--- src/rtl/can_mode_seq.sv ---
module can_mode_seq #(
  parameter int ADDR_W = 8
) (
  input  logic              clk,
  input  logic              rst_n,
  input  logic              wr_en,
  input  logic [ADDR_W-1:0] wr_addr,
  input  logic [31:0]       wr_data,
  input  logic [ADDR_W-1:0] rd_addr,
  output logic [31:0]       rd_data,
  input  logic              wake_in,
  output logic [1:0]        mode_out,
  output logic              sleep_evt,
  output logic              wake_evt,
  output logic [7:0]        brp_out,
  output logic [3:0]        ts1_out,
  output logic [2:0]        ts2_out,
  output logic [1:0]        sjw_out
);
  localparam logic [ADDR_W-1:0] A_CTRL = ADDR_W'(8'h00);
  localparam logic [ADDR_W-1:0] A_MSEL = ADDR_W'(8'h04);
  localparam logic [ADDR_W-1:0] A_BRP  = ADDR_W'(8'h08);
  localparam logic [ADDR_W-1:0] A_BTR  = ADDR_W'(8'h0C);
  localparam logic [ADDR_W-1:0] A_STAT = ADDR_W'(8'h18);

  typedef enum logic [1:0] {M_CFG = 2'd0, M_NRM = 2'd1, M_LPB = 2'd2, M_SLP = 2'd3} mode_t;

  mode_t      mode_q;
  logic [1:0] msel_q;
  logic [7:0] brp_q;
  logic [8:0] btr_q;
  mode_t      target;
  logic [3:0] stat_w;
  logic       in_cfg;

  assign in_cfg = (mode_q == M_CFG);
  assign target = msel_q[1] ? M_LPB : (msel_q[0] ? M_SLP : M_NRM);
  assign stat_w = {mode_q == M_NRM, mode_q == M_SLP, mode_q == M_LPB, in_cfg};

  always_ff @(posedge clk or negedge rst_n) begin
    if (!rst_n) begin
      mode_q    <= M_CFG;
      msel_q    <= '0;
      brp_q     <= '0;
      btr_q     <= '0;
      sleep_evt <= 1'b0;
      wake_evt  <= 1'b0;
    end else begin
      sleep_evt <= 1'b0;
      wake_evt  <= 1'b0;
      if (wr_en) begin
        case (wr_addr)
          A_CTRL: begin
            if (wr_data[0]) begin
              mode_q <= M_CFG;
              msel_q <= '0;
            end else if (!wr_data[1]) begin
              mode_q <= M_CFG;
            end else if (in_cfg) begin
              mode_q    <= target;
              sleep_evt <= (target == M_SLP);
            end
          end
          A_MSEL: begin
            msel_q <= wr_data[1:0];
            if (mode_q == M_NRM && wr_data[1:0] == 2'b01) begin
              mode_q    <= M_SLP;
              sleep_evt <= 1'b1;
            end
          end
          A_BRP: if (in_cfg) brp_q <= wr_data[7:0];
          A_BTR: if (in_cfg) btr_q <= wr_data[8:0];
          default: ;
        endcase
      end else if (mode_q == M_SLP && wake_in) begin
        mode_q   <= M_NRM;
        wake_evt <= 1'b1;
      end
    end
  end

  always_comb begin
    case (rd_addr)
      A_MSEL:  rd_data = {30'd0, msel_q};
      A_BRP:   rd_data = {24'd0, brp_q};
      A_BTR:   rd_data = {23'd0, btr_q};
      A_STAT:  rd_data = {28'd0, stat_w};
      default: rd_data = '0;
    endcase
  end

  assign mode_out = mode_q;
  assign brp_out  = brp_q;
  assign ts1_out  = btr_q[3:0];
  assign ts2_out  = btr_q[6:4];
  assign sjw_out  = btr_q[8:7];
endmodule


--- config.mk ---
export PLATFORM = sky130hd
export DESIGN_NAME = can_mode_seq
export DESIGN_NICKNAME = d
export VERILOG_FILES = /design/src/rtl/can_mode_seq.sv
export SDC_FILE = /design/constraint.sdc
export NUM_CORES = 1
export LEC_CHECK = 0
export CELL_PAD_IN_SITES_DETAIL_PLACEMENT = 0
export CELL_PAD_IN_SITES_GLOBAL_PLACEMENT = 1
export CORE_MARGIN = 2
export CORE_UTILIZATION = 39
export CTS_CLUSTER_SIZE = 40
export DETAILED_ROUTE_END_ITERATION = 7
export DONT_BUFFER_PORTS = 1
export PLACE_DENSITY = 0.78
export SLEW_MARGIN = 5
export SYNTH_ARGS = -nofsm -noshare
export SYNTH_HDL_FRONTEND = slang
export SYNTH_SLANG_ARGS = --single-unit
--- constraint.sdc ---
create_clock -name clk -period 1.5 [get_ports clk]
set_input_delay 0.225 -clock clk [delete_from_list [all_inputs] [get_ports clk]]
set_output_delay 0.225 -clock clk [all_outputs]
set_load 0.01 [all_outputs]
==> summary.md, run 1 <==
The number of diodes added for antenna fixing came out at 0. For the clock network latency to the later pin of the worst-skew pair, the log shows 0.26 ns. Yosys attributes the largest share of cell area to sky130_fd_sc_hd__dfrtp_1, sky130_fd_sc_hd__buf_4, sky130_fd_sc_hd__mux2_4. For this configuration, the core starts out at a cell density of 39.8%. After synthesis, the largest area contributor takes up 40.1% of total cell area. The die covers 4180 um2.

The remaining routing DRC violations was 0; the maximum buffer depth of the clock tree was 2. Entering global routing, the biggest net connects 24 pins. Traced cell by cell, the critical path runs through or4_4 -> nor2_4 -> nand2_4 -> o32ai_4. The routed wire length was 3.19 mm.

After clock tree synthesis, the setup repair step added 0 buffers. The startpoint identified for the worst register-to-register timing path is mode_out[0]. Summing every instance area after synthesis gives 1430 um2. Worst clock skew: 0.00306 ns. The die width is 64.6 um. Along the worst path, the maximum fanout reaches 5.

The average routed wire per standard cell came out at 16.9 um. The total of endpoints with negative setup slack in the final report came out at 15. The synthesized design spends more area on one cell type than any other, namely sky130_fd_sc_hd__dfrtp_1. The fraction of final layout cells with drive strength greater than 1 is 38.3%, and the final net count is 194. The worst setup path is of the in2out kind. STA classifies the critical path endpoint as a primary output. The synthesized design contains 23 register bits. The relative area change from synthesis to final layout was 19.3%. During I/O placement, the number of pins put on the boundary was 105. The first global-routing pass estimated 4.88 mm of wire. Leakage power total: 0.809 nW. Sequential elements use 40.1% of the synthesized area.

Routability-driven placement finished with a final weighted congestion of 0.873. The peak per-stage delay on the critical path is 0.53 ns. The number of global-route vias before repair was 962.

During placement, the flow inserted port buffers numbering 0. Clock-pin slew was measured on the worst setup and hold paths at 0.08 ns. The initial antenna violation count came out at 0. TritonCTS built the clock tree. The number of clock sinks was 23. STA puts the critical path data required time at 1.27 ns.

The run gives 336 as the fill cell total of the finished layout. The via count normalized by instance count is 5.10. In this run the most critical hold path is launched from wr_data[2]. The path class of the tightest hold or removal check is in2reg.

The tools report the H-tree depth as 1. The design draws 1.21 mW. The logs give 133 for the synthesized instance count and 0 for the count of nets left with antenna violations after detail routing. For this design the ratio of total power to cell area is 708 nW/um2.

The region available for standard cell placement spans 3610 um2. In the finished design, the share of the clock period the worst path needs comes to 105%. For the final worst-path setup slack, the log shows -0.0774 ns. The floorplan has 22 rows. Buffers inserted during clock tree synthesis total 3. The logs give 0 for the count of final max-slew check failures and 963 for the via count.

Hold timing on the final database bottoms out at a slack of 0.103 ns. For this block, the initial DRC count from the detailed router was 27. The overall track demand over capacity in global routing is 15.3%. In this run the register-to-register setup slack is -0.05 ns. Clock tree synthesis selected as its root buffer the cell sky130_fd_sc_hd__clkbuf_8. The most critical setup path has its startpoint at rd_addr[1]. The die height works out to 64.6 um.

The tools report the launching element type of the critical path as an input pin. After layout, the minimum clock period comes to 1.58 ns. Global routing finished with a remaining overflow of 0.

A synthesized cell averages 10.8 um2. Yosys synthesis warning count: 0. Before CTS, the worst setup slack after placement is -0.149 ns. The flow ran to the end, but the final reports show violations. The library cell used most frequently in the layout, excluding fill and tap cells, is sky130_fd_sc_hd__conb_1. The first TritonRoute pass finished after 4 iterations. The top cell types in the final layout, fill and taps aside, are sky130_fd_sc_hd__conb_1, sky130_fd_sc_hd__dfrtp_1, sky130_fd_sc_hd__mux2_4. The tools report the worst path arrival time as 1.35 ns.

The final hold violation count was 0. The tools report the max-capacitance violation count as 0. Largest voltage drop on the vdd net: 236 uV.

The slowest stage of the critical path is the sky130_fd_sc_hd__or4_4 cell. The slew at the pin closest to its max-slew limit works out to 1.05 ns. Maximum frequency from static timing analysis: 634 MHz. Setup repair after global routing could not meet its margin everywhere. Counting distinct cell types in the post-synthesis netlist gives 30.

Total half-perimeter wirelength after legalization and detailed placement: 2.28 mm. The worst max-slew margin expressed relative to the limit is 30.3%. The final reports fail on negative setup slack.
[what timing repair did]
action,in CTS,in global routing
resized for setup,17,17
cloned,1,0
endpoints found under the hold margin,23,0
endpoints found under the setup margin,18,28
hold buffers,1,0
pin swaps,7,5
[power by group]
group          switching [mW]  total (mW)  internal [mW]
Sequential             0.0364       0.681          0.645
Clock                   0.197       0.382          0.185
Combinational          0.0791       0.149         0.0695
Total                   0.312        1.21          0.899
[critical path, delay by kind of cell]
kind	cells	cell delay, ns
AOI/OAI and AO/OA	1	0.27
and+or+nand+nor	3	0.85
[area by class of cell]
| cell class | instances | area [um2] | share of cell area, % |
|---|---|---|---|
| clock buffers | 3 | 41.3 | 2.41 |
| clock inverters | 1 | 5.00 | 0.293 |
| inverters | 1 | 3.75 | 0.219 |
| well taps | 48 | 60.1 | 3.51 |
| repair buffers | 8 | 96.3 | 5.63 |
| flip-flops and latches | 23 | 577 | 33.7 |
| multi-input cells | 105 | 927 | 54.2 |
[path summary, 6_finish.rpt]
kind / end / cells after the start
max: rd_data[1] / 4
min: brp_out[2] / 1
max reg2reg: btr_q[6] / 5
min reg2reg: msel_q[0] / 1
max in group asynchronous: mode_out[1] / 1
min in group asynchronous: brp_out[2] / 1
[state kept, by name, indices dropped and copies added (netlist names)]
signal     count
msel_q         2
brp_out        8
btr_q          9
wake_evt       1
sleep_evt      1
mode_out       2
[synthesized netlist by cell type (all sizes together)]
master,n
buf,24
dfrtp,23
mux2,18
nor2,11
mux2i,9
nor3,6
nand2,5
nand2b,5
a21oi,4
and4b,3
clkbuf,3
o21ai,3
nand3,2
nor2b,2
o32ai,2
or2,2
a31oi,1
a32o,1
conb,1
inv,1
nand3b,1
nor4,1
o2111ai,1
o2bb2ai,1
or3,1
or3b,1
or4,1
[kinds of logic after synthesis]
kind of cell | count (synthesis) | share of synthesized area, %
AOI/OAI and AO/OA | 13 | 6.02
buffers and inverters | 28 | 13.9
DFF | 23 | 40.1
muxes | 27 | 22.8
other | 1 | 0.262
and+or+nand+nor | 41 | 16.9
[through the flow]
step | setup TNS (ns) | cell area [um2] | instances | utilization [%]
2_1_floorplan | -1.04 | 1580 | 155 | -
3_3_place_gp | -2.23 | 1490 | 183 | 41.4
3_5_place_dp | -2.77 | 1490 | 183 | 41.4
4_1_cts | -0.728 | 1640 | 189 | 45.6
5_1_grt | -1.92 | 1710 | 189 | 47.4
6_report | -0.700 | 1710 | 189 | 47.4
[layer usage]
metal | share of wire (%) | track usage, % | up-vias
met5 | 0 | 0 | -
met4 | 0.38 | 4.79 | 0
met3 | 8.4 | 6.08 | 2
met2 | 50 | 24.9 | 46
met1 | 41 | 18.6 | 471
li1 | - | - | 444
Power figures use the tool's default switching activity.
==> run 2, diff against run 1 <==
CORE_ASPECT_RATIO = 1.4   (was not set)
SLEW_MARGIN = 30   (was 5)
==> summary.md, run 2 (same netlist as run 1, synthesis figures left out) <==
In this run the cell area measured after placement is 1490 um2. On the final layout, the worst clock skew is 0.00588 ns. Summed over all cells, the static leakage comes to 0.784 nW. Dividing the detail-routed wire length by the instance count gives 17.8 um. For the finished layout, the period the worst path requires is 1.57 ns. The flip-flop count of the largest register, all copies and words added was 9. Top cell family by delay on the critical path: simple AND/OR/NAND/NOR gates.

The initial antenna violation count is 0. The fraction of final layout cells with drive strength greater than 1 is 39.4%, and the total half-perimeter wirelength after legalization and detailed placement is 2.42 mm. The largest voltage drop on the vdd net was 461 uV; the count of nets left with antenna violations after detail routing was 0.

Setup violations remaining at the end of the flow were counted as 23. The kind of capture point of the worst setup path is a flip-flop. The finished layout holds 184 standard cells, fillers aside.

The register name with the most flops is btr_q. The final net count is 195, and the number of buffers inserted by post-CTS setup repair is 0. The detailed router's first-iteration violation count came out at 31.

In this run the number of cells on the critical path is 5. Max-capacitance violation count: 0. Traced cell by cell, the critical path runs through nor2_2 -> nand2_1 -> or3_4 -> buf_6 -> mux2_4. Dividing the final minimum period by the clock period gives 105%. The min-delay analysis places its worst path in the category in2reg.

Summed over all failing endpoints, the final setup total negative slack is -1.03 ns. In this run the deepest clock path goes through 2 buffers. Once layout is done, the placed cells without fillers occupy 1680 um2. The instance count along the most critical hold path works out to 1.

The first detailed-routing pass ran for 4 iterations. The via count normalized by instance count was 5.35. The floorplan core area is 3580 um2, and the slack of the worst reg-to-reg path is -0.07 ns. Number of cells after detailed placement: 177. The switching share of power is 25.7%, and the final hold violation count is 0. The first-pass GRT wire length was 5.19 mm; the routed wire length was 3.28 mm. The logs give 15.9% for the overall track demand over capacity in global routing and 65.5% for the worst max-slew margin expressed relative to the limit. Setup repair after global routing could not meet its margin everywhere. The die height is 75.7 um. Summed over all nets, the switching power comes to 309 uW.

The logs give 1.72 ns for the worst path arrival time and 0 for the remaining routing DRC violations. From left edge to right edge, the die measures 55.2 um. TritonCTS built the clock tree. The run finished, with violations left. The number of clock sinks is 23, and the count of final max-slew check failures is 0. The part of the total power dissipated in the clock network was 31.4%; the peak per-stage delay on the critical path was 0.42 ns.

The highest net fanout along the worst path was 5. The number of diodes added for antenna fixing is 0, and the critical path buffer and inverter count is 1. Entering global routing, the biggest net connects 24 pins.

For the I/O pin total, the log shows 105. Clock-pin slew was measured on the worst setup and hold paths at 0.08 ns. Summed over all layers, the global routing overflow is 0. The critical path is of the reg2reg type. For the total CTS buffers, the log shows 3. The internal portion of the total power is 894 uW. The logs give -0.0746 ns for the final worst-path setup slack and 635 MHz for the maximum frequency from static timing analysis. The library cell contributing the largest single delay on the critical path was sky130_fd_sc_hd__dfrtp_2. In this run the core area contains 26 standard-cell rows. STA puts the critical path data required time at 1.65 ns. The floorplan die area came out at 4180 um2.

The checks that failed: negative setup slack. The cell sitting at the root of the clock tree is a sky130_fd_sc_hd__clkbuf_8. For the worst-skew pair, the clock arrives at the later sink with an insertion delay of 0.26 ns.

Sequential cells account for 56.6% of the total power. At the pin with the least slew margin, the transition time is 0.517 ns. The routed layout has 985 vias. Leaving out fill and tap cells, the most frequent cell in the layout is sky130_fd_sc_hd__conb_1. Leaving out fill and tap cells, the most frequent cells in the layout are sky130_fd_sc_hd__conb_1, sky130_fd_sc_hd__dfrtp_1, sky130_fd_sc_hd__mux2_4. For the number of global-route vias before repair, the log shows 1038. Compared with the post-synthesis result, the final layout area differs by 17.1%. In this run the power density over the cells is 716 nW/um2. At the end of routability-driven placement, the weighted congestion stood at 0.774. The initial cell density of the core is 40.1%, and the worst slack after detailed placement is -0.215 ns. The worst register-to-register path has a depth of 5. The tools report the H-tree depth as 1. Combinational logic is responsible for 12.1% of the overall power. Launching element type of the critical path: a flip-flop. The completed layout was analyzed and its total power is 1.20 mW. The total of buffers placed on input and output ports works out to 0. The fill cell total of the finished layout was 335.
-- run 2: changes by cell type in the layout (fill, tap and decap cells not counted), sizes merged --
cell | before | now
dlymetal6s4s | 1 | 0
nand2 | 6 | 5
buf | 7 | 9
dlygate4sd3 | 0 | 1
-- run 2: final timing paths --
kind	start	to
setup reg to reg	mode_out[1]	btr_q[3]
hold reg to reg	msel_q[1]	msel_q[1]
hold / removal	wr_data[7]	btr_q[7]
setup / recovery	mode_out[1]	btr_q[3]
min in group asynchronous	rst_n	btr_q[2]
max in group asynchronous	rst_n	mode_out[1]
-- run 2: through the flow --
step	utilization [%]	hold WS, ns
after floorplan	-	-0.0706
after global placement	41.5	-0.0701
after detailed placement	41.5	-0.0700
after CTS	46.2	0.0982
after global routing	46.9	0.0899
final	46.9	0.105
-- run 2: final cells by class --
| cell class | instances | area, um2 | area share, % |
|---|---|---|---|
| Timing Repair Buffer | 10 | 93.8 | 5.59 |
| Clock inverter | 1 | 5.00 | 0.298 |
| Clock buffer | 3 | 41.3 | 2.46 |
| Sequential cell | 23 | 577 | 34.4 |
| Multi-Input combinational cell | 104 | 906 | 53.9 |
| Tap cell | 42 | 52.6 | 3.13 |
| Inverter | 1 | 3.75 | 0.224 |
-- run 2: worst register-to-register path: stages (launching register included) --
cell	delay, ns
sky130_fd_sc_hd__dfrtp_2	0.42
sky130_fd_sc_hd__nor2_2	0.14
sky130_fd_sc_hd__nand2_1	0.09
sky130_fd_sc_hd__or3_4	0.36
sky130_fd_sc_hd__buf_6	0.16
sky130_fd_sc_hd__mux2_4	0.30
-- run 2: per-layer routing --
metal  routed length, um  track usage (%)  vias to the layer above
li1                    -                -                      444
met1                1110             16.3                      480
met2                1870             30.3                       57
met3                 253             4.41                        4
met4                  55             7.32                        0
met5                   0                0                        -
-- run 2: repair_timing --
item                                    CTS  global route
hold buffers                              1             1
resized for setup                        22             6
cloned                                    1             0
pin swaps                                 4             3
endpoints found under the hold margin    23            23
endpoints found under the setup margin   26            26
-- run 2: power by group through the flow --
stage                     Sequential, mW  Combinational, mW  Clock [mW]
after floorplan                    0.687              0.149           0
after global placement             0.690              0.110           0
after detailed placement           0.692              0.113           0
after CTS                          0.680              0.140       0.389
after global routing               0.685              0.160       0.427
final                              0.680              0.145       0.377
